### src/rtl/tmr_pkg.sv
package tmr_pkg;
  localparam int unsigned OFF_MODE = 0;
  localparam int unsigned OFF_INIT = 1;
  localparam int unsigned OFF_CUR  = 2;
  localparam int unsigned OFF_DIV  = 3;
  localparam int unsigned SHIFT_W  = 3;
  localparam int unsigned PHASE_W  = (1 << SHIFT_W) - 1;

  // scrambled code -> power of two exponent
  function automatic logic [SHIFT_W-1:0] code_to_shift(input logic [SHIFT_W-1:0] code);
    return code + 1'b1;
  endfunction
endpackage

### src/rtl/tmr_rst_sync.sv
module tmr_rst_sync (
  input  logic clk,
  input  logic rst_n,
  output logic rst_sync_n
);
  logic [1:0] sync_q;

  always_ff @(posedge clk or negedge rst_n) begin
    if (!rst_n) sync_q <= 2'b00;
    else        sync_q <= {sync_q[0], 1'b1};
  end

  assign rst_sync_n = sync_q[1];
endmodule

### src/rtl/tmr_regs.sv
module tmr_regs
  import tmr_pkg::*;
#(
  parameter int unsigned CNT_W  = 32,
  parameter int unsigned ADDR_W = 4
) (
  input  logic              clk,
  input  logic              rst_n,
  input  logic [ADDR_W-1:0] bus_addr,
  input  logic              bus_wr,
  input  logic [CNT_W-1:0]  bus_wdata,
  input  logic [CNT_W-1:0]  cur_cnt,
  output logic [CNT_W-1:0]  bus_rdata,
  output logic              load,
  output logic [CNT_W-1:0]  load_val,
  output logic [CNT_W-1:0]  init_val,
  output logic              periodic,
  output logic [SHIFT_W-1:0] div_code
);
  logic              mode_q, mode_d, mode_en;
  logic [CNT_W-1:0]  init_q, init_d;
  logic [SHIFT_W-1:0] code_q, code_d;
  logic              code_en;

  always_comb begin
    mode_en = bus_wr && (bus_addr == ADDR_W'(OFF_MODE));
    code_en = bus_wr && (bus_addr == ADDR_W'(OFF_DIV));
    load    = bus_wr && (bus_addr == ADDR_W'(OFF_INIT));
    mode_d  = bus_wdata[0];
    code_d  = {bus_wdata[3], bus_wdata[1], bus_wdata[0]};
    init_d  = bus_wdata;
  end

  always_ff @(posedge clk or negedge rst_n) begin
    if (!rst_n) begin
      mode_q <= 1'b0;
      init_q <= '0;
      code_q <= '0;
    end else begin
      if (mode_en) mode_q <= mode_d;
      if (load)    init_q <= init_d;
      if (code_en) code_q <= code_d;
    end
  end

  always_comb begin
    bus_rdata = '0;
    case (bus_addr)
      ADDR_W'(OFF_MODE): bus_rdata[0] = mode_q;
      ADDR_W'(OFF_INIT): bus_rdata    = init_q;
      ADDR_W'(OFF_CUR):  bus_rdata    = cur_cnt;
      ADDR_W'(OFF_DIV):  bus_rdata[3:0] = {code_q[2], 1'b0, code_q[1:0]};
      default:           bus_rdata    = '0;
    endcase
  end

  assign load_val = bus_wdata;
  assign init_val = init_q;
  assign periodic = mode_q;
  assign div_code = code_q;


  div_mask_chk: assert property (@(posedge clk) disable iff (!rst_n)
    (bus_addr == ADDR_W'(OFF_DIV)) |-> (bus_rdata[2] == 1'b0 && bus_rdata[CNT_W-1:4] == '0));

  high_off_zero_chk: assert property (@(posedge clk) disable iff (!rst_n)
    (bus_addr > ADDR_W'(OFF_DIV)) |-> (bus_rdata == '0));

  mode_mask_chk: assert property (@(posedge clk) disable iff (!rst_n)
    (bus_addr == ADDR_W'(OFF_MODE)) |-> (bus_rdata[CNT_W-1:1] == '0));
endmodule

### src/rtl/tmr_prescale.sv
module tmr_prescale
  import tmr_pkg::*;
(
  input  logic               clk,
  input  logic               rst_n,
  input  logic               run,
  input  logic               restart,
  input  logic [SHIFT_W-1:0] div_code,
  output logic               tick
);
  logic [PHASE_W-1:0] phase_q, phase_d;
  logic [PHASE_W:0]   div_full;
  logic [PHASE_W-1:0] div_m1;

  always_comb begin
    div_full = (PHASE_W+1)'(1) << code_to_shift(div_code);
    div_m1   = PHASE_W'(div_full - 1'b1);
    tick     = run && (phase_q >= div_m1);
    if (restart || !run || tick) phase_d = '0;
    else                         phase_d = phase_q + 1'b1;
  end

  always_ff @(posedge clk or negedge rst_n) begin
    if (!rst_n) phase_q <= '0;
    else        phase_q <= phase_d;
  end


  phase_adv_chk: assert property (@(posedge clk) disable iff (!rst_n)
    (run && !tick && !restart) |=> (phase_q == $past(phase_q) + 1'b1));
endmodule

### src/rtl/tmr_count.sv
module tmr_count #(
  parameter int unsigned CNT_W = 32
) (
  input  logic             clk,
  input  logic             rst_n,
  input  logic             load,
  input  logic [CNT_W-1:0] load_val,
  input  logic [CNT_W-1:0] init_val,
  input  logic             periodic,
  input  logic             tick,
  output logic [CNT_W-1:0] cur_cnt,
  output logic             running,
  output logic             expire
);
  logic [CNT_W-1:0] cur_q, cur_d;
  logic             run_q, run_d, irq_q, irq_d;

  always_comb begin
    cur_d = cur_q;
    run_d = run_q;
    irq_d = 1'b0;
    if (load) begin
      cur_d = load_val;
      run_d = |load_val;
    end else if (tick) begin
      if (cur_q == CNT_W'(1)) begin
        irq_d = 1'b1;
        if (periodic) begin
          cur_d = init_val;
        end else begin
          cur_d = '0;
          run_d = 1'b0;
        end
      end else begin
        cur_d = cur_q - 1'b1;
      end
    end
  end

  always_ff @(posedge clk or negedge rst_n) begin
    if (!rst_n) begin
      cur_q <= '0;
      run_q <= 1'b0;
      irq_q <= 1'b0;
    end else begin
      cur_q <= cur_d;
      run_q <= run_d;
      irq_q <= irq_d;
    end
  end

  assign cur_cnt = cur_q;
  assign running = run_q;
  assign expire  = irq_q;


  load_cur_chk: assert property (@(posedge clk) disable iff (!rst_n)
    load |=> (cur_q == $past(load_val)));

  hold_cnt_chk: assert property (@(posedge clk) disable iff (!rst_n)
    (!load && !tick) |=> $stable(cur_q));

  pulse_src_chk: assert property (@(posedge clk) disable iff (!rst_n)
    irq_q |-> ($past(cur_q) == CNT_W'(1)));

  oneshot_rest_chk: assert property (@(posedge clk) disable iff (!rst_n)
    (irq_q && !$past(periodic)) |-> (cur_q == '0 && !run_q));

  zero_stop_chk: assert property (@(posedge clk) disable iff (!rst_n)
    (load && load_val == '0) |=> (!irq_q && !run_q));
endmodule

### src/rtl/irq_countdown_timer.sv
module irq_countdown_timer
  import tmr_pkg::*;
#(
  parameter int unsigned CNT_W  = 32,
  parameter int unsigned ADDR_W = 4
) (
  input  logic              clk,
  input  logic              rst_n,
  input  logic [ADDR_W-1:0] bus_addr,
  input  logic              bus_wr,
  input  logic [CNT_W-1:0]  bus_wdata,
  output logic [CNT_W-1:0]  bus_rdata,
  output logic              expire_o
);
  logic               rst_sync_n;
  logic               load, periodic, tick, running;
  logic [CNT_W-1:0]   load_val, init_val, cur_cnt;
  logic [SHIFT_W-1:0] div_code;

  tmr_rst_sync u_rst (
    .clk(clk), .rst_n(rst_n), .rst_sync_n(rst_sync_n)
  );

  tmr_regs #(.CNT_W(CNT_W), .ADDR_W(ADDR_W)) u_regs (
    .clk(clk), .rst_n(rst_sync_n), .bus_addr(bus_addr), .bus_wr(bus_wr),
    .bus_wdata(bus_wdata), .cur_cnt(cur_cnt), .bus_rdata(bus_rdata),
    .load(load), .load_val(load_val), .init_val(init_val),
    .periodic(periodic), .div_code(div_code)
  );

  tmr_prescale u_pre (
    .clk(clk), .rst_n(rst_sync_n), .run(running), .restart(load),
    .div_code(div_code), .tick(tick)
  );

  tmr_count #(.CNT_W(CNT_W)) u_cnt (
    .clk(clk), .rst_n(rst_sync_n), .load(load), .load_val(load_val),
    .init_val(init_val), .periodic(periodic), .tick(tick),
    .cur_cnt(cur_cnt), .running(running), .expire(expire_o)
  );
endmodule

### config.mk
export PLATFORM = sky130hd
export DESIGN_NAME = irq_countdown_timer
export DESIGN_NICKNAME = d
export VERILOG_FILES = /design/src/rtl/tmr_pkg.sv /design/src/rtl/tmr_rst_sync.sv /design/src/rtl/tmr_regs.sv /design/src/rtl/tmr_prescale.sv /design/src/rtl/tmr_count.sv /design/src/rtl/irq_countdown_timer.sv
export SDC_FILE = /design/constraint.sdc
export NUM_CORES = 1
export LEC_CHECK = 0
export ABC_AREA = 0
export BUFFER_PORTS_ARGS = -buffer_cell sky130_fd_sc_hd__buf_4
export CAP_MARGIN = 0
export CELL_PAD_IN_SITES_DETAIL_PLACEMENT = 2
export CELL_PAD_IN_SITES_GLOBAL_PLACEMENT = 2
export CORE_MARGIN = 2
export CORE_UTILIZATION = 37
export DETAILED_ROUTE_END_ITERATION = 10
export PLACE_DENSITY_LB_ADDON = 0.08
export REMOVE_ABC_BUFFERS = 1
export SYNTH_ARGS = -nofsm -noshare
export SYNTH_HDL_FRONTEND = slang
export SYNTH_HIERARCHICAL = 1
export SYNTH_SLANG_ARGS = --single-unit
### constraint.sdc
create_clock -name clk -period 2.8 [get_ports clk]
set_clock_uncertainty 0.1 [all_clocks]
set_input_delay 0.14 -clock clk [delete_from_list [all_inputs] [get_ports clk]]
set_output_delay 0.14 -clock clk [all_outputs]
set_load 0.02 [all_outputs]
==> results of run 1 <==
tightest hold or removal path, cell delays in order:
cell and delay [ns]:
buf_4 0.12, nand3b_1 0.08, mux2_2 0.14
how the worst max path moves through the flow:
stage,from,to,slack (ns)
after floorplan,bus_addr[3],u_cnt/cur_cnt[11]$_DFFE_PN0P_,-1.52
after global placement,u_regs/div_code[1]$_DFFE_PN0P_,u_cnt/cur_cnt[28]$_DFFE_PN0P_,-0.57
after detailed placement,u_regs/div_code[1]$_DFFE_PN0P_,u_cnt/cur_cnt[24]$_DFFE_PN0P_,-0.78
after CTS,u_regs/div_code[1]$_DFFE_PN0P_,u_cnt/cur_cnt[11]$_DFFE_PN0P_,-0.51
after global routing,u_regs/div_code[0]$_DFFE_PN0P_,u_cnt/cur_cnt[19]$_DFFE_PN0P_,-0.62
final,u_regs/div_code[0]$_DFFE_PN0P_,u_cnt/cur_cnt[20]$_DFFE_PN0P_,-0.54
metrics by stage:
| step | cell area [um^2] | utilization (%) |
|---|---|---|
| 2_1_floorplan | 5070 | - |
| 6_report | 7500 | 51.4 |
| 3_3_place_gp | 6160 | 42.2 |
| 5_1_grt | 7500 | 51.4 |
| 3_5_place_dp | 6160 | 42.2 |
| 4_1_cts | 7170 | 49.2 |
cells in the final DEF, fill, tap and decap left out, types with 4 or more instances in the layout:
cell type,count
dlygate4sd3_1,34
or3_1,13
buf_6,12
ha_1,9
a21oi_2,5
mux2_2,6
nor3_1,11
nand3_1,24
nand4_1,11
nor3_2,4
nor4_1,17
or4_1,8
a21oi_4,8
o31ai_1,5
nor3b_1,4
clkbuf_16,10
inv_1,8
nand2_1,20
nor2_4,5
nor3b_2,9
mux2_4,29
a21oi_1,26
xnor2_1,20
dfrtp_1,78
nor2_1,42
nand2b_1,4
nand3_2,5
buf_4,109
xor2_1,9
a22o_1,30
a211oi_2,7
buf_12,6
o21ai_0,7
cell type report:
type	instances	area (um^2)	area share (%)
Multi-Input combinational cell	413	3500	46.6
Sequential cell	79	1980	26.4
Timing Repair Buffer	163	1450	19.4
Clock buffer	13	270	3.60
Tap cell	184	230	3.07
Clock inverter	3	40.0	0.534
Inverter	8	30.0	0.400
flip-flops by register name (all words and copies together) (netlist names):
register	flops
u_cnt/expire	1
u_cnt/running	1
u_pre/phase_q	7
u_regs/div_code	3
u_cnt/cur_cnt	32
u_rst/sync_q	2
u_regs/periodic	1
u_regs/init_val	32
metal layers:
| metal | vias to the layer above | wire length, um | GRT usage, % |
|---|---|---|---|
| li1 | 2288 | - | - |
| met1 | 2612 | 8800 | 33.2 |
| met2 | 73 | 10700 | 44.6 |
| met3 | 34 | 466 | 2.59 |
| met4 | 0 | 518 | 8.86 |
| met5 | - | 0 | 0 |
power by group through the flow:
stage               Sequential (uW)  Combinational [uW]  Clock [uW]
floorplan                      1960                1380           0
global placement               2110                1900           0
detailed placement             2150                2000           0
CTS                            2150                2220        1280
global route                   2280                2700        1330
finish                         2190                2470        1270
cells by family after synthesis:
logic type	synth area share, %
other	0.0678
XOR/XNOR	4.59
AND/OR/NAND/NOR	21.9
adder cells (fa/ha/maj)	2.49
multiplexers	10.3
buffers and inverters	8.90
flip-flops	35.8
AO/OA/AOI/OAI	16.0
repair_timing:
item                                   in CTS  in global routing
setup buffers                              21                  5
setup endpoints to repair                  34                 41
endpoints found under the hold margin      52                  0
cloned                                      0                  1
resized for setup                          52                 61
hold buffers                               34                  0
pin swaps                                  16                 23
==> qor.txt, run 1 <==
SYNTH
----------------------------------------------------------------------------------------
Syn Inst Count ............................................................          570
Synthesized area ..........................................................    5530 um^2
Post-synth top area cell ..................................................      dfrtp_1
Commonest cells post-synth ................................................ 79 x dfrtp_1, 49 x nor2_1, 38 x a21oi_1
Syn_area_per_cell .........................................................    9.70 um^2
Count of unique library cells instantiated by Yosys .......................           62
Fraction of registers with async set or reset after synthesis .............         100%
Synth Warn # ..............................................................            6
Fraction of the yosys area taken by sequential cells ......................        35.8%
Cell types with the largest area share after synthesis .................... dfrtp_1 36%, mux2_4 7.9%, a22o_1 4.8%, buf_4 4.8%, a21oi_1 3.4%
Portion of synthesized cell area occupied by the leading cell type ........        35.8%
Dominant register cell in the synthesized netlist .........................      dfrtp_1
Most frequent cell after synthesis ........................................      dfrtp_1
Number of synthesized flops with an enable pin ............................            0
Number of register bits inferred by synthesis .............................           79

POWER
----------------------------------------------------------------------------------------
Proportion of total power due to net switching ............................        40.0%
Total net switching power .................................................      2370 uW
Share of power burned in the clock network ................................        21.3%
Power density cells .......................................................  790 nW/um^2
Peak VDD IR ...............................................................     0.324 mV
Final total power .........................................................      5930 uW
Sequential Power Share ....................................................        37.0%
Static leakage ............................................................   0.00313 uW
Power Internal ............................................................      3560 uW
Gate power share ..........................................................        41.7%

TIMING
----------------------------------------------------------------------------------------
Transition time of the tightest slew-check pin ............................      1.09 ns
Hold violation count in the final report ..................................            0
Setup Viol. Count Final ...................................................           34
RSZ-0062 raised after global routing ......................................          yes
Worst slew margin .........................................................        27.3%
Min Hold Slack ............................................................    0.0668 ns
Worst Setup Slack, final ..................................................    -0.543 ns
Pins over their slew limit ................................................            0
Highest attainable clock frequency ........................................      299 MHz
Fin crit share ............................................................         119%
Crit path time final ......................................................      3.34 ns
Summed negative setup slack over all endpoints ............................    -14.09 ns

FINISH
----------------------------------------------------------------------------------------
Number of fillers in the final layout .....................................         1453
Fraction of layout instances using a drive strength above 1 ...............        38.0%
Final net count ...........................................................          724
Post-route non-filler standard cell count .................................          863
Diodes inserted ...........................................................            0
P&R area growth vs syn ....................................................        35.8%

GLOBAL ROUTE
----------------------------------------------------------------------------------------
Vias in the first global route ............................................         5610
Largest net degree at the start of global routing .........................           78
First-pass GRT wire length ................................................     32200 um
Total grt overflow ........................................................            0
Overall routing resource usage ............................................        25.6%
Antenna violations before repair ..........................................            0

DIE
----------------------------------------------------------------------------------------
DIE HEIGHT ................................................................       126 um
Initial core utilization ..................................................        37.9%
Core area .................................................................   14600 um^2
Die area ..................................................................   15900 um^2
I/O pin cnt ...............................................................           72
Core Rows .................................................................           44
Width of the die ..........................................................       126 um

MIN PATH
----------------------------------------------------------------------------------------
Min-Delay Path Class ......................................................    in -> reg
Min-delay src .............................................................       bus_wr
Hold EP ................................................................... u_regs/periodic$_DFFE_PN0P_
WHS Path Cells ............................................................            3

CRITICAL PATH
----------------------------------------------------------------------------------------
Register-to-register setup slack ..........................................     -0.54 ns
Critical Path Sink Type ...................................................         flop
Highest cell delay on the worst timing path ...............................      0.58 ns
Crit Path Max Fanout ......................................................            5
Critical path's top delay family .......................................... simple AND/OR/NAND/NOR gates
Crit path buf inv count ...................................................            1
List of cells traversed by the critical path .............................. or3_4, ha_4, nor4bb_4, a21oi_2, ha_4, o2111ai_4, o21ai_2, and2_4, nand2b_4, or4_4, clkbuf_16, a21oi_4, a211oi_2
Most frequent cell on the critical path ...................................         ha_4
End of the worst register-to-register path ................................ u_cnt/cur_cnt[20]$_DFFE_PN0P_
Startpoint class of the critical path .....................................         flop
Critical path's slowest cell ..............................................        or4_4
Critical path data arrival time ...........................................      3.47 ns
FF-to-FF Start ............................................................ u_regs/div_code[0]$_DFFE_PN0P_
Endpoint required time on the critical path ...............................      2.93 ns
FF-to-FF path depth .......................................................           13
Worst setup path class ....................................................   reg -> reg
Number of cells on the critical path ......................................           13

ROUTE
----------------------------------------------------------------------------------------
Detailed-route DRC error count ............................................            0
Vias after detailed routing ...............................................         5007
Average detailed-routed wire length per instance ..........................      23.8 um
DRC violation total after the first TritonRoute iteration .................          214
Sum of routed wire length over all layers .................................     20500 um
Residual antenna-violating net count after detailed routing ...............            0
Number of search-and-repair iterations in the first detailed-routing pass .            4
Ratio of routed vias to standard cells ....................................         5.80

CLOCK TREE
----------------------------------------------------------------------------------------
Deepest clock path buffer count ...........................................            2
Clock buffer count from CTS ...............................................            9
Clock slew seen by the registers of the worst setup and hold paths ........      0.06 ns
CTS tree ..................................................................          yes
TritonCTS Sinks ...........................................................           79
CTS Root Buffer Type ......................................................    clkbuf_16
Number of H-tree levels ...................................................            3
Worst-skew pair later-pin latency .........................................      0.35 ns

PLACEMENT
----------------------------------------------------------------------------------------
Post-Place Setup Slack ....................................................    -0.778 ns
Final weighted congestion of routability-driven global placement ..........        0.790
Port bufs .................................................................           71
Dpl hpwl ..................................................................     12400 um
DP Cell Count .............................................................          793

STATUS
----------------------------------------------------------------------------------------
Failing checks ............................................................ negative setup slack
Result of the run ......................................................... finished with violations

JOB
----------------------------------------------------------------------------------------
Count of maximum capacitance violations ...................................            0

No activity file was read; power rests on OpenSTA's default activity.
==> run 2, diff against run 1 <==
CELL_PAD_IN_SITES_DETAIL_PLACEMENT = 1   (was 2)
SETUP_SLACK_MARGIN = 0.3   (was unset)
==> run 2 against run 1 <==
Against the previous run: the flow still finishes with violations (negative setup slack); setup slack better by 0.060 ns; cell area shrank 3.3%; worst hold slack better by 0.0092 ns; register-to-register slack improved by 0.06 ns; flip-flop and latch count unchanged; non-clock buffer count down 3; count of clock-buffer cells in the layout fell by 2; critical endpoint is now u_cnt/cur_cnt[18]$_DFFE_PN0P_.
==> qor.txt, run 2 (synthesis gave the netlist of run 1 again) <==
GLOBAL ROUTE
----------------------------------------------------------------------------------------
Vias in the first global route ............................................         5206   -7.2%
Largest net degree at the start of global routing .........................           78   unchanged
First-pass GRT wire length ................................................     28500 um   -11%
Antenna violations before repair ..........................................            0   unchanged
Total grt overflow ........................................................            0   unchanged
Overall routing resource usage ............................................        22.6%   -3.0 points

TIMING
----------------------------------------------------------------------------------------
Pins over their slew limit ................................................            0   unchanged
Highest attainable clock frequency ........................................      305 MHz   +1.8%
Min Hold Slack ............................................................    0.0760 ns   +0.00922 ns
Fin crit share ............................................................         117%   -2.1 points
Worst slew margin .........................................................        27.3%   +0.042 points
Worst Setup Slack, final ..................................................    -0.483 ns   +0.0597 ns
RSZ-0062 raised after global routing ......................................          yes
Hold violation count in the final report ..................................            0   unchanged
Transition time of the tightest slew-check pin ............................      1.09 ns   -0.000623 ns
Crit path time final ......................................................      3.28 ns   -0.0597 ns
Summed negative setup slack over all endpoints ............................    -12.26 ns   +1.83 ns
Setup Viol. Count Final ...................................................           34   unchanged

DIE
----------------------------------------------------------------------------------------
I/O pin cnt ...............................................................           72   unchanged
DIE HEIGHT ................................................................       126 um   unchanged
Core area .................................................................   14600 um^2   unchanged
Width of the die ..........................................................       126 um   unchanged
Core Rows .................................................................           44   unchanged
Initial core utilization ..................................................        37.9%   unchanged
Die area ..................................................................   15900 um^2   unchanged

ROUTE
----------------------------------------------------------------------------------------
Average detailed-routed wire length per instance ..........................      20.9 um   -12%
Residual antenna-violating net count after detailed routing ...............            0   unchanged
Detailed-route DRC error count ............................................            0   unchanged
Sum of routed wire length over all layers .................................     17900 um   -13%
DRC violation total after the first TritonRoute iteration .................          257   +20%
Ratio of routed vias to standard cells ....................................         5.70   -1.8%
Vias after detailed routing ...............................................         4896   -2.2%
Number of search-and-repair iterations in the first detailed-routing pass .            4   unchanged

STATUS
----------------------------------------------------------------------------------------
Result of the run ......................................................... finished with violations
Failing checks ............................................................ negative setup slack

CLOCK TREE
----------------------------------------------------------------------------------------
Deepest clock path buffer count ...........................................            2   unchanged
CTS Root Buffer Type ......................................................    clkbuf_16
Worst-skew pair later-pin latency .........................................      0.35 ns   about the same
Clock buffer count from CTS ...............................................            9   unchanged
Clock slew seen by the registers of the worst setup and hold paths ........      0.06 ns   about the same
TritonCTS Sinks ...........................................................           79   unchanged
CTS tree ..................................................................          yes
Number of H-tree levels ...................................................            3   unchanged

CRITICAL PATH
----------------------------------------------------------------------------------------
Startpoint class of the critical path .....................................         flop
Crit Path Max Fanout ......................................................           11   +6
Critical path data arrival time ...........................................      3.42 ns   -0.05 ns
Register-to-register setup slack ..........................................     -0.48 ns   +0.06 ns
Worst setup path class ....................................................   reg -> reg
Endpoint required time on the critical path ...............................      2.93 ns   about the same
FF-to-FF path depth .......................................................           13   unchanged
Critical Path Sink Type ...................................................         flop

FINISH
----------------------------------------------------------------------------------------
Area of all placed cells without fillers ..................................    7260 um^2   -3.3%
Most common cell after layout, fill and taps aside ........................        buf_4
P&R area growth vs syn ....................................................        31.3%
Final net count ...........................................................          721   -0.41%
Fraction of layout instances using a drive strength above 1 ...............        33.6%   -4.4 points
Most frequent cells in the layout ......................................... 107 x buf_4, 78 x dfrtp_1, 48 x nor2_1
Post-route non-filler standard cell count .................................          859   -0.46%
Diodes inserted ...........................................................            0   unchanged

JOB
----------------------------------------------------------------------------------------
Count of maximum capacitance violations ...................................            0   unchanged

PLACEMENT
----------------------------------------------------------------------------------------
Port bufs .................................................................           71   unchanged
Final weighted congestion of routability-driven global placement ..........        0.790   unchanged
DP Cell Count .............................................................          793   unchanged
Area after detailed placement .............................................    6160 um^2   unchanged
Dpl hpwl ..................................................................     11600 um   -6.6%

POWER
----------------------------------------------------------------------------------------
Static leakage ............................................................   0.00304 uW   -2.9%
Power density cells .......................................................  781 nW/um^2   -1.2%
Final total power .........................................................      5670 uW   -4.4%
Peak VDD IR ...............................................................     0.390 mV   +20%

MIN PATH
----------------------------------------------------------------------------------------
WHS Path Cells ............................................................            3   unchanged
Min-Delay Path Class ......................................................    in -> reg

## run 2: cell types whose count changed in the layout (fill, tap and decap cells not counted), moves of 3 or more
cell	previous run	this run
a211oi_2	7	0
buf_6	12	7
a21oi_4	8	0
nor2_1	42	48
a21oi_2	5	11
clkbuf_8	3	0
nor2_4	5	1
nor3b_1	4	13
or3_1	13	10
a211oi_1	3	10
nor3b_2	9	0
or3_4	3	6
## run 2: final timing paths
path | end | startpoint
worst min register to register | u_rst/sync_q[1]$_DFF_PN0_ | u_rst/sync_q[0]$_DFF_PN0_
worst min-delay path | u_regs/periodic$_DFFE_PN0P_ | bus_wr
worst max-delay path | u_cnt/cur_cnt[18]$_DFFE_PN0P_ | u_regs/div_code[1]$_DFFE_PN0P_
max in group asynchronous | u_pre/phase_q[0]$_DFF_PN0_ | u_rst/sync_q[1]$_DFF_PN0_
min in group asynchronous | u_regs/init_val[5]$_DFFE_PN0P_ | u_rst/sync_q[1]$_DFF_PN0_
worst max register to register | u_cnt/cur_cnt[18]$_DFFE_PN0P_ | u_regs/div_code[1]$_DFFE_PN0P_
## run 2: layout make-up
| type | instances | area [um^2] |
|---|---|---|
| fillers | 1603 | 7330 |
| multi-input cells | 413 | 3260 |
| flip-flops and latches | 79 | 1980 |
| repair buffers | 160 | 1460 |
| clock buffers | 11 | 233 |
| well taps | 184 | 230 |
| clock inverters | 4 | 72.6 |
| inverters | 8 | 30.0 |
## run 2: timing repair
action,4_1_cts,5_1_grt
resized for setup,28,41
buffers inserted,9,7
setup endpoints to repair,41,41
pin swaps,19,19
cloned,1,0
hold buffers,34,0
endpoints found under the hold margin,53,0
## run 2: report_power, final
group	internal, uW	leakage [uW]	total (uW)	switching [uW]
clock network	776	0.000146	1270	497
logic	1220	0.00193	2260	1040
registers	1510	0.000969	2130	626
total	3510	0.00304	5670	2160
## run 2: metrics by stage
step	setup WS, ns	utilization, %
2_1_floorplan	-1.52	-
3_3_place_gp	-0.574	42.2
3_5_place_dp	-0.696	42.2
4_1_cts	-0.466	48.0
5_1_grt	-0.588	49.8
6_report	-0.483	49.8
## run 2: layer usage
metal,routed length [um],GRT usage [%],up-vias,share of wire (%)
met2,8950,38.3,90,50
met1,8180,29.9,2507,46
li1,-,-,2280,-
met5,0,0,-,0
met4,244,7.05,0,1.4
met3,533,3.44,19,3.0
## run 2: critical path, cell delays in order (launching register included)
cell and delay, ns:
dfrtp_1 0.37, or3_4 0.41, ha_4 0.19, nor4bb_2 0.26, a21oi_1 0.07, ha_1 0.34
o2111ai_2 0.13, o21ai_1 0.17, and2_4 0.20, nand2b_4 0.05, or4_4 0.53, buf_12 0.17
a21oi_1 0.12, a211oi_1 0.06
==> run 3, diff against run 2 <==
ABC_AREA = 1   (was 0)
CORE_UTILIZATION = 30   (was 37)
==> run 3 against run 2 <==
Against the previous run: the flow now finishes without violations; routed wire length rose by 25%; setup slack improved by 0.60 ns; power rose by 9.0%; critical path depth rose by 5; combinational power rose by 34%; non-clock buffer count fell by 16; synthesized area rose by 8.1%; cell count rose by 51%; synthesized cell count rose by 64%; via count rose by 27%; critical endpoint is now u_cnt/cur_cnt[0]$_DFFE_PN0P_; largest power group unchanged.
==> qor.txt, run 3 <==
FINISH
----------------------------------------------------------------------------------------
Footprint of the flip-flops and latches ...................................    1980 um^2   +0.19%
Most frequent cells in the layout ......................................... 344 x nand2_1, 121 x nor2_1, 95 x buf_4
Final net count ...........................................................         1078   +50%
Number of fillers in the final layout .....................................         2504   +56%
P&R area growth vs syn ....................................................        33.1%
Most common cell after layout, fill and taps aside ........................      nand2_1
Fraction of layout instances using a drive strength above 1 ...............        25.6%   -8.1 points
Area of all placed cells without fillers ..................................    7960 um^2   +9.6%
Multi-input logic area ....................................................    3720 um^2   +14%
Diodes inserted ...........................................................            0   unchanged

POWER
----------------------------------------------------------------------------------------
Peak VDD IR ...............................................................     0.384 mV   -1.7%
Power density cells .......................................................  777 nW/um^2   -0.49%
Final total power .........................................................      6180 uW   +9.0%
Static leakage ............................................................   0.00406 uW   +34%

DIE
----------------------------------------------------------------------------------------
Core Rows .................................................................           51   +16%
Width of the die ..........................................................       145 um   +15%
DIE HEIGHT ................................................................       145 um   +15%
I/O pin cnt ...............................................................           72   unchanged
Die area ..................................................................   21100 um^2   +32%
Initial core utilization ..................................................        30.6%   -7.3 points
Core area .................................................................   19500 um^2   +34%

ROUTE
----------------------------------------------------------------------------------------
Average detailed-routed wire length per instance ..........................      17.2 um   -18%
Vias after detailed routing ...............................................         6206   +27%
Ratio of routed vias to standard cells ....................................         4.78   -16%
Number of search-and-repair iterations in the first detailed-routing pass .            4   unchanged
Sum of routed wire length over all layers .................................     22300 um   +25%
DRC violation total after the first TritonRoute iteration .................          222   -14%
Detailed-route DRC error count ............................................            0   unchanged
Residual antenna-violating net count after detailed routing ...............            0   unchanged

TIMING
----------------------------------------------------------------------------------------
Worst slew margin .........................................................        45.0%   +18 points
Summed negative setup slack over all endpoints ............................         0 ns   +12.26 ns
Setup Viol. Count Final ...................................................            0   -100%
Crit path time final ......................................................      2.68 ns   -0.605 ns
RSZ-0062 raised after global routing ......................................          yes
Worst Setup Slack, final ..................................................     0.122 ns   +0.605 ns
Transition time of the tightest slew-check pin ............................     0.825 ns   -0.264 ns
Min Hold Slack ............................................................    0.0185 ns   -0.0575 ns
Fin crit share ............................................................        95.7%   -22 points
Highest attainable clock frequency ........................................      373 MHz   +23%
Pins over their slew limit ................................................            0   unchanged
Hold violation count in the final report ..................................            0   unchanged

GLOBAL ROUTE
----------------------------------------------------------------------------------------
Total grt overflow ........................................................            0   unchanged
Vias in the first global route ............................................         6606   +27%
Overall routing resource usage ............................................        21.0%   -1.7 points
First-pass GRT wire length ................................................     35400 um   +24%
Largest net degree at the start of global routing .........................           54   -31%
Antenna violations before repair ..........................................            0   unchanged

SYNTH
----------------------------------------------------------------------------------------
Synthesized-area fraction occupied by ao, oa, aoi and oai cells ...........        3.20%   -13 points
Mux cell area share after synthesis .......................................           0%   -10 points
Count of unique library cells instantiated by Yosys .......................           34   -45%
Syn_area_per_cell .........................................................    6.38 um^2   -34%
Cell types with the largest area share after synthesis .................... dfrtp_1 33%, nand2_1 25%, nor2_1 8.0%, nand3_1 6.4%, buf_4 4.4%
Post-Synth Adder-Cell Area ................................................        2.30%   -0.19 points
Synthesized area ..........................................................    5980 um^2   +8.1%
Number of synthesized flops with an enable pin ............................            0   unchanged
Main combinational cell family by area after synthesis .................... simple AND/OR/NAND/NOR gates
Fraction of the yosys area taken by sequential cells ......................        33.1%   -2.7 points
Synth Warn # ..............................................................            6   unchanged
Number of register bits inferred by synthesis .............................           79   unchanged
Fraction of registers with async set or reset after synthesis .............         100%   unchanged
Syn Inst Count ............................................................          936   +64%
Dominant register cell in the synthesized netlist .........................      dfrtp_1
Most frequent cell after synthesis ........................................      nand2_1
Post-synth top area cell ..................................................      dfrtp_1
Portion of synthesized cell area occupied by the leading cell type ........        33.1%   -2.7 points
Commonest cells post-synth ................................................ 397 x nand2_1, 128 x nor2_1, 79 x dfrtp_1
Area share of xor/xnor cells in the synthesized design ....................        2.20%   -2.4 points
Post-Synth Simple-Gate Area ...............................................        48.3%   +26 points

CLOCK TREE
----------------------------------------------------------------------------------------
CTS tree ..................................................................          yes
TritonCTS Sinks ...........................................................           79   unchanged
CTS Root Buffer Type ......................................................    clkbuf_16
Deepest clock path buffer count ...........................................            2   unchanged
Number of H-tree levels ...................................................            3   unchanged
Worst-skew pair later-pin latency .........................................      0.35 ns   about the same
Clock slew seen by the registers of the worst setup and hold paths ........      0.06 ns   about the same
Clock buffer count from CTS ...............................................            9   unchanged

PLACEMENT
----------------------------------------------------------------------------------------
Post-Place Setup Slack ....................................................   -0.0506 ns   +0.645 ns
Dpl hpwl ..................................................................     15100 um   +30%
Area after detailed placement .............................................    6640 um^2   +7.8%
Final weighted congestion of routability-driven global placement ..........        0.827   +4.8%
Port bufs .................................................................           71   unchanged

CRITICAL PATH
----------------------------------------------------------------------------------------
Startpoint class of the critical path .....................................         flop
Critical path data arrival time ...........................................      2.81 ns   -0.61 ns
Endpoint required time on the critical path ...............................      2.94 ns   about the same
Worst setup path class ....................................................   reg -> reg
Critical Path Sink Type ...................................................         flop
Crit Path Max Fanout ......................................................            8   -3

MIN PATH
----------------------------------------------------------------------------------------
Min-Delay Path Class ......................................................    in -> reg

STATUS
----------------------------------------------------------------------------------------
Result of the run .........................................................    completed

JOB
----------------------------------------------------------------------------------------
Count of maximum capacitance violations ...................................            0   unchanged

run 3: cell count changes in the layout (fill, tap and decap cells not counted), sizes merged, moves of 31 or more:
cell / previous run / this run
nand2: 20 / 415
inv: 8 / 61
nand3: 29 / 78
nor2: 49 / 153
mux2: 38 / 0
a21oi: 39 / 8
run 3: worst max-delay path: stages (launching register included):
cell      delay (ns)
dfrtp_2         0.45
nand2_2         0.09
inv_2           0.05
nand2_4         0.06
ha_4            0.14
inv_6           0.05
o21ai_2         0.07
o311ai_4        0.13
ha_4            0.31
nand2_4         0.07
inv_4           0.08
nand3_4         0.09
a31oi_4         0.24
nor2_4          0.06
buf_12          0.16
buf_12          0.14
buf_16          0.14
nand2_2         0.06
nand2_2         0.05
run 3: path summary, 6_finish.rpt:
path / start / endpoint / slack, ns / depth (start not counted)
worst max register to register: u_regs/div_code[1]$_DFFE_PN0P_ / u_cnt/cur_cnt[0]$_DFFE_PN0P_ / 0.12 / 18
min in group asynchronous: u_rst/sync_q[1]$_DFF_PN0_ / u_regs/init_val[9]$_DFFE_PN0P_ / 0.33 / 0
worst min-delay path: bus_wdata[1] / u_regs/div_code[1]$_DFFE_PN0P_ / 0.02 / 3
worst max-delay path: u_regs/div_code[1]$_DFFE_PN0P_ / u_cnt/cur_cnt[0]$_DFFE_PN0P_ / 0.12 / 18
max in group asynchronous: u_rst/sync_q[1]$_DFF_PN0_ / u_regs/init_val[0]$_DFFE_PN0P_ / 1.61 / 1
worst min register to register: u_rst/sync_q[0]$_DFF_PN0_ / u_rst/sync_q[1]$_DFF_PN0_ / 0.27 / 0
run 3: cell type report:
| type | count | area share (%) |
|---|---|---|
| sequential | 79 | 24.9 |
| multi-input combinational | 733 | 46.8 |
| tap | 265 | 4.17 |
| inverter | 61 | 2.97 |
| timing repair buffer | 144 | 17.5 |
| clock buffer | 10 | 2.88 |
| clock inverter | 6 | 0.786 |
run 3: cell families after synthesis:
kind of cell             count (synthesis)
AO/OA/AOI/OAI                           32
buffers and inverters                  124
AND/OR/NAND/NOR                        674
other                                    1
XOR/XNOR                                15
adder cells (fa/ha/maj)                 11
flip-flops                              79
run 3: power breakdown:
part | internal [uW] | total (uW) | switching, uW
registers | 1440 | 1950 | 514
logic | 1180 | 3020 | 1840
clock network | 689 | 1210 | 520
total | 3310 | 6180 | 2870
run 3: what timing repair did:
item / in CTS / in global routing
resized for setup: 51 / 60
hold endpoints to repair: 32 / 0
endpoints found under the setup margin: 34 / 34
gates cloned: 4 / 3
pin swaps: 41 / 29
setup buffers: 11 / 4
hold buffers: 32 / 0
run 3: routing by layer:
| metal | vias to the layer above | global-route usage (%) | wire length (um) |
|---|---|---|---|
| li1 | 3068 | - | - |
| met1 | 3037 | 28.1 | 10700 |
| met2 | 82 | 35.5 | 10700 |
| met3 | 19 | 2.77 | 609 |
| met4 | 0 | 5.88 | 327 |
| met5 | - | 0 | 0 |
run 3: through the flow:
| stage | std cells | util (%) |
|---|---|---|
| after floorplan | 873 | - |
| after global placement | 1228 | 34.0 |
| after global routing | 1298 | 40.7 |
| final | 1298 | 40.7 |
| after CTS | 1291 | 39.0 |
| after detailed placement | 1228 | 34.0 |
